**config.mk**
```make
export PLATFORM = sky130hd
export DESIGN_NAME = evt_status_reg
export DESIGN_NICKNAME = d
export VERILOG_FILES = /design/src/rtl/evt_stat_pkg.sv /design/src/rtl/evt_edge_bank.sv /design/src/rtl/evt_sticky_cell.sv /design/src/rtl/evt_cfg_port.sv /design/src/rtl/evt_status_reg.sv
export SDC_FILE = /design/constraint.sdc
export NUM_CORES = 1
export LEC_CHECK = 0
export CAP_MARGIN = 20
export CORE_MARGIN = 2
export CORE_UTILIZATION = 25
export CTS_CLUSTER_DIAMETER = 40
export DETAILED_ROUTE_END_ITERATION = 12
export PLACE_DENSITY = 0.87
export SYNTH_ARGS = -nofsm -noshare
export SYNTH_HDL_FRONTEND = slang
export SYNTH_SLANG_ARGS = --single-unit
```
**constraint.sdc**
```tcl
create_clock -name clk -period 1.8 [get_ports clk]
set_input_delay 0.36 -clock clk [delete_from_list [all_inputs] [get_ports clk]]
set_output_delay 0.36 -clock clk [all_outputs]
set_load 0.05 [all_outputs]
```
**src/rtl/evt_stat_pkg.sv**
```systemverilog
package evt_stat_pkg;

  localparam int REG_W = 32;

  // bit positions decoded by software
  localparam int POS_PME_SMI  = 0;
  localparam int POS_PRES_SMI = 1;
  localparam int POS_LINK_SMI = 4;
  localparam int POS_HP_SCI   = 30;
  localparam int POS_PM_SCI   = 31;

  // edge source indices
  localparam int SRC_LINK = 0;
  localparam int SRC_PRES = 1;
  localparam int SRC_PME  = 2;
  localparam int NUM_SRC  = 3;

  localparam logic [REG_W-1:0] ONE_W = {{(REG_W-1){1'b0}}, 1'b1};

  localparam logic [REG_W-1:0] SMI_MASK =
      (ONE_W << POS_PME_SMI) | (ONE_W << POS_PRES_SMI) | (ONE_W << POS_LINK_SMI);

  localparam logic [REG_W-1:0] SCI_MASK =
      (ONE_W << POS_HP_SCI) | (ONE_W << POS_PM_SCI);

  localparam logic [REG_W-1:0] IMPL_MASK = SMI_MASK | SCI_MASK;

endpackage

```
**src/rtl/evt_edge_bank.sv**
```systemverilog
module evt_edge_bank #(
  parameter int N = 3
) (
  input  logic         clk,
  input  logic         rst_n,
  input  logic [N-1:0] src_i,
  output logic [N-1:0] rise_o
);

  logic [N-1:0] hist_q;

  always_ff @(posedge clk or negedge rst_n) begin
    if (!rst_n) hist_q <= '0;
    else        hist_q <= src_i;
  end

  assign rise_o = src_i & ~hist_q;

endmodule

```
**src/rtl/evt_sticky_cell.sv**
```systemverilog
module evt_sticky_cell (
  input  logic clk,
  input  logic rst_n,
  input  logic set_i,
  input  logic clr_i,
  output logic q_o
);

  // set has priority so an event coinciding with a clear survives
  always_ff @(posedge clk or negedge rst_n) begin
    if (!rst_n)     q_o <= 1'b0;
    else if (set_i) q_o <= 1'b1;
    else if (clr_i) q_o <= 1'b0;
  end

endmodule

```
**src/rtl/evt_cfg_port.sv**
```systemverilog
module evt_cfg_port #(
  parameter int                ADDR_W = 12,
  parameter int                DATA_W = 32,
  parameter logic [ADDR_W-1:0] OFFSET = 12'hDC
) (
  input  logic                  rd_en_i,
  input  logic                  wr_en_i,
  input  logic [ADDR_W-1:0]     addr_i,
  input  logic [DATA_W/8-1:0]   be_i,
  input  logic [DATA_W-1:0]     wdata_i,
  input  logic [DATA_W-1:0]     status_i,
  output logic [DATA_W-1:0]     clr_o,
  output logic [DATA_W-1:0]     rdata_o
);

  localparam int NB = DATA_W / 8;
  localparam logic [ADDR_W-1:0] ALIGN = ~{{(ADDR_W-2){1'b0}}, 2'b11};

  logic              hit;
  logic [DATA_W-1:0] lane_mask;

  assign hit = ((addr_i & ALIGN) == (OFFSET & ALIGN));

  for (genvar b = 0; b < NB; b++) begin : g_lane
    assign lane_mask[b*8 +: 8] = {8{be_i[b]}};
  end

  assign clr_o   = (wr_en_i && hit) ? (wdata_i & lane_mask) : '0;
  assign rdata_o = (rd_en_i && hit) ? status_i : '0;

endmodule

```
**src/rtl/evt_status_reg.sv**
```systemverilog
module evt_status_reg
  import evt_stat_pkg::*;
#(
  parameter int                ADDR_W     = 12,
  parameter logic [ADDR_W-1:0] REG_OFFSET = 12'hDC
) (
  input  logic              clk,
  input  logic              rst_n,
  input  logic              cfg_rd_en,
  input  logic              cfg_wr_en,
  input  logic [ADDR_W-1:0] cfg_addr,
  input  logic [3:0]        cfg_be,
  input  logic [31:0]       cfg_wdata,
  output logic [31:0]       cfg_rdata,
  input  logic              link_chg_src,
  input  logic              pres_chg_src,
  input  logic              pme_src,
  input  logic              hp_smi_en,
  input  logic              pm_smi_en,
  input  logic              pm_sci_req,
  input  logic              hp_sci_req,
  output logic              smi_req
);

  logic [NUM_SRC-1:0] src_vec;
  logic [NUM_SRC-1:0] rise_vec;
  logic [REG_W-1:0]   set_vec;
  logic [REG_W-1:0]   clr_vec;
  logic [REG_W-1:0]   status_q;
  logic               unused_clr_bits;

  always_comb begin
    src_vec           = '0;
    src_vec[SRC_LINK] = link_chg_src;
    src_vec[SRC_PRES] = pres_chg_src;
    src_vec[SRC_PME]  = pme_src;
  end

  evt_edge_bank #(.N(NUM_SRC)) u_edge (
    .clk    (clk),
    .rst_n  (rst_n),
    .src_i  (src_vec),
    .rise_o (rise_vec)
  );

  always_comb begin
    set_vec               = '0;
    set_vec[POS_LINK_SMI] = rise_vec[SRC_LINK] & hp_smi_en;
    set_vec[POS_PRES_SMI] = rise_vec[SRC_PRES] & hp_smi_en;
    set_vec[POS_PME_SMI]  = rise_vec[SRC_PME]  & pm_smi_en;
    set_vec[POS_PM_SCI]   = pm_sci_req;
    set_vec[POS_HP_SCI]   = hp_sci_req;
  end

  evt_cfg_port #(
    .ADDR_W (ADDR_W),
    .DATA_W (REG_W),
    .OFFSET (REG_OFFSET)
  ) u_port (
    .rd_en_i  (cfg_rd_en),
    .wr_en_i  (cfg_wr_en),
    .addr_i   (cfg_addr),
    .be_i     (cfg_be),
    .wdata_i  (cfg_wdata),
    .status_i (status_q),
    .clr_o    (clr_vec),
    .rdata_o  (cfg_rdata)
  );

  for (genvar i = 0; i < REG_W; i++) begin : g_bit
    if (IMPL_MASK[i]) begin : g_cell
      evt_sticky_cell u_cell (
        .clk   (clk),
        .rst_n (rst_n),
        .set_i (set_vec[i]),
        .clr_i (clr_vec[i]),
        .q_o   (status_q[i])
      );
    end else begin : g_rsvd
      assign status_q[i] = 1'b0;
    end
  end

  assign unused_clr_bits = ^((clr_vec | set_vec) & ~IMPL_MASK);

  assign smi_req = |(status_q & SMI_MASK);

endmodule

```
== Word-level counts from Yosys, hierarchy flattened ==
Index checks and enable logic that the tools add are counted.

* Equality and inequality tests: 1
* Reduce and logical (&&, ||, !) cells: 8
* Bitwise operators: 6
* Muxes and demuxes: 12

{| class="wikitable"
|+ Operators with widths
! operator !! count
|-
| 32-bit 2-to-1 mux || 2
|-
| 32-bit AND || 1
|-
| 10-bit by 6-bit equality test with 1-bit output (second input constant) || 1
|-
| 1-bit 2-to-1 mux || 10
|-
| 2-bit nonzero test || 5
|-
| 1-bit AND || 3
|-
| 3-bit AND || 1
|-
| 3-bit NOT || 1
|-
| 3-bit OR reduction || 1
|-
| 1-bit logical AND || 2
|}

* Bits in registers: 8
* Input bits: 59
* Logic and storage cells: 33

== Logic depth before layout (Yosys ltp) ==
* Depth after elaboration: 5
* Depth in mapped cells: 3
* Mapped depth without buffers: 3

== By module ==
A second synthesis with hierarchy kept.

* Cells, all modules: 187
* Area, all modules: 1597.8 um^2

{| class="wikitable"
|+ By module, submodules not included
! module !! area an instance (um^2) !! times used !! cells each
|-
| evt_cfg_port || 1271.2 || 1 || 161
|-
| evt_sticky_cell || 36.3 || 5 || 3
|-
| evt_edge_bank || 116.4 || 1 || 6
|-
| evt_status_reg || 28.8 || 1 || 5
|}

== Worst setup path after synthesis ==
Ideal clock, no wire load.

* Path kind: input to output
* Start point: input port cfg_addr[9]
* End point: output port cfg_rdata[0]
* Path slack: 51 ps
* Required time: 1440 ps
* Data arrival time: 1389 ps
* Path buffers: 0
* Stages on the path: 3
* Cells stage by stage: nor4_4 and4_2 and2_1

* Longest elaborated chain between the ends: 3

{| class="wikitable"
|+ Ends and longest elaborated chain
! what !! RTL line !! text
|-
| start: declaration || evt_status_reg.sv:11 || <nowiki>input logic [ADDR_W-1:0] cfg_addr,</nowiki>
|-
| 10-bit by 6-bit equality test with 1-bit output || evt_cfg_port.sv:22 || <nowiki>assign hit = ((addr_i & ALIGN) == (OFFSET & ALIGN));</nowiki>
|-
| 1-bit logical AND || evt_cfg_port.sv:29 || <nowiki>assign rdata_o = (rd_en_i && hit) ? status_i : '0;</nowiki>
|-
| 32-bit 2-to-1 mux || evt_cfg_port.sv:29 ||
|-
| end: declaration || evt_status_reg.sv:14 || <nowiki>output logic [31:0] cfg_rdata,</nowiki>
|}

No other way between the ends.

== Final worst setup path ==
* Start point: input port cfg_addr[11]
* End point: output port cfg_rdata[1]

The elaborated chain is that of the path after synthesis.

==> metrics.txt <==
maximum clock rate 576 MHz; CTS tree done; total CTS buffers 3; Area Overhead vs Synth 59.9%; clock net sink count 8; Critical Path Sink Type primary output; Slew Limit Fails 0; nets 166; Setup TNS 0 ns; FF+latch count, synth 8; post-route ant nets 0; Worst-Skew Late Latency 0.25 ns; post-synthesis sequential area ratio 32.4%; clock slew seen by the registers of the worst setup and hold paths 0.06 ns; DR vias/cell 3.79; DR iter-0 viols 4; Post-Place Worst Slack -0.290 ns; vias in the first global route 477; crit start category input port; initial antenna violation count 0; commonest cells after routing, fill and taps aside conb_1, clkdlybuf4s50_1, dfrtp_1, and2_4, buf_4; drt drc 0; multi-input logic area 322 um^2; GRT overflow 0; Power Total 0.000518 W; DP HPWL 1.17 mm; slowest stage delay, CP 0.29 ns; setup repair after global routing missed its margin no; via count 512; GR Util All Layers 10.3%; Synth cell types 19; Post-Syn Area 618 um^2; arrival time at the worst endpoint 1.38 ns; syn avg cell area 9.51 um^2; Clock Tree Root clkbuf_4; Min Clock Period, post-route 1.74 ns; global-route wire length before repair 2.04 mm; Setup Skew 0.000306 ns; I/O Buffers 33; Ports 92; Synth area leader buf_4; largest cells by area after synthesis buf_4, dfrtp_1, and2_1; CP Max Fanout 5; # fillers 231; outcome complete, no violations; Crit-path slowest cell and4_4; H-tree lvl count 1; die area 2890 um^2; max cap viols 0; ratio of final minimum period to clock period 96.4%; share of the synthesized area in the top cell type 32.8%; Routed Wire Length 1.31 mm; hold_buf cts 0; DR pass1 iterations 3; Worst Path Required 1.44 ns; Leakage 0.470 nW; Seq. cell area 200 um^2; FP Rows 18; layout cells sized above 1 25.7%; final hold vios 0; hold_ws 0.379 ns; Pwr Density 524 nW/um^2; Initial Util 25.6%; routability cong. 0.676; cells along the critical path clkdlybuf4s15_1 -> nor4_4 -> and4_4 -> and2_4 -> buf_12; Die H 53.7 um; wire length per cell 9.67 um; commonest non-fill, non-tap cell in the layout conb_1; core area 2410 um^2; Die X 53.7 um; final setup fails 0; ant diodes 0; Synth warnings 0; Setup WS post-layout 0.0647 ns; largest net degree at the start of global routing 9; Final Core Density 41.0%; Mapped Cells 65; Worst VDD drop 0.314 mV; crit path kind input port to primary output; worst hold-check path type input port to asynchronous set/reset pin; CTS Buffer Depth 2
[metal layers]
layer / global-route usage, % / up-vias / part of all wire [%]
met1: 9.04 / 226 / 33
met5: 0 / - / 0
met4: 5.56 / 0 / 0.92
met2: 18.3 / 35 / 53
li1: - / 249 / -
met3: 6.11 / 2 / 12
[Yosys cell counts]
cell,number
and2_1,6
and3_1,2
a21o_1,2
a221o_1,1
dfrtp_1,8
inv_1,2
nand4_2,1
and4_2,1
and4b_1,1
nor4_4,1
buf_4,27
o22ai_1,2
or3_1,1
conb_1,1
nand2_1,2
nor2b_1,2
and2_0,1
nand4_1,2
a21o_2,2
[path summary, 6_finish.rpt]
path / cells past startpoint / from / slack (ns) / end
worst max-delay path: 5 / cfg_addr[11] / 0.06 / cfg_rdata[1]
worst min-delay path: 1 / rst_n / 0.38 / g_bit[1].g_cell.u_cell.q_o
worst max register to register: 2 / g_bit[4].g_cell.u_cell.q_o / 0.88 / g_bit[4].g_cell.u_cell.q_o
worst min register to register: 1 / g_bit[31].g_cell.u_cell.q_o / 0.47 / g_bit[31].g_cell.u_cell.q_o
max in group asynchronous: 1 / rst_n / 1.16 / u_edge.hist_q[2]
min in group clk: 1 / g_bit[31].g_cell.u_cell.q_o / 0.47 / g_bit[31].g_cell.u_cell.q_o
[area by class of cell]
type,instances,area share [%]
clock buffer,3,2.28
inverter,2,0.759
multi-input combinational,54,32.5
sequential,8,20.3
tap,30,3.80
timing repair buffer,38,40.4
[power breakdown]
| group | internal [W] | switching [W] | total (W) |
|---|---|---|---|
| clock | 0.0000761 | 0.0000583 | 0.000134 |
| sequential | 0.000183 | 0.000000970 | 0.000184 |
| combinational | 0.0000544 | 0.000145 | 0.000199 |
[stage by stage]
| stage | instance area (um^2) | instances |
|---|---|---|
| 2_1_floorplan | 716 | 91 |
| 3_3_place_gp | 958 | 131 |
| 3_5_place_dp | 958 | 131 |
| 4_1_cts | 995 | 135 |
| 5_1_grt | 988 | 135 |
| 6_report | 988 | 135 |
[sequential cells by signal, summed over array words and instances, names as in the netlist]
| register | cells |
|---|---|
| g_bit.g_cell.u_cell.q_o | 5 |
| u_edge.hist_q | 3 |
[worst max-delay path: cells and delay by family]
family,cells,cell delay (ns)
simple gates,3,0.70
buf+inv,2,0.33
[repair_timing]
action	in CTS	in global routing
buffers inserted	1	0
pin swaps	4	2
setup endpoints to repair	5	5
cloned	0	0
gates resized for setup	20	5
hold endpoints to repair	0	0
[cells by family (layout without fill, tap and decap cells)]
| family | after synthesis | count (layout) | share of synthesized area, % |
|---|---|---|---|
| compound gates | 7 | 7 | 8.91 |
| buf+inv | 29 | 43 | 34.0 |
| flops | 8 | 8 | 32.4 |
| other cells | 1 | 27 | 0.607 |
| simple gates | 20 | 20 | 24.1 |
Power figures use the tool's default switching activity.
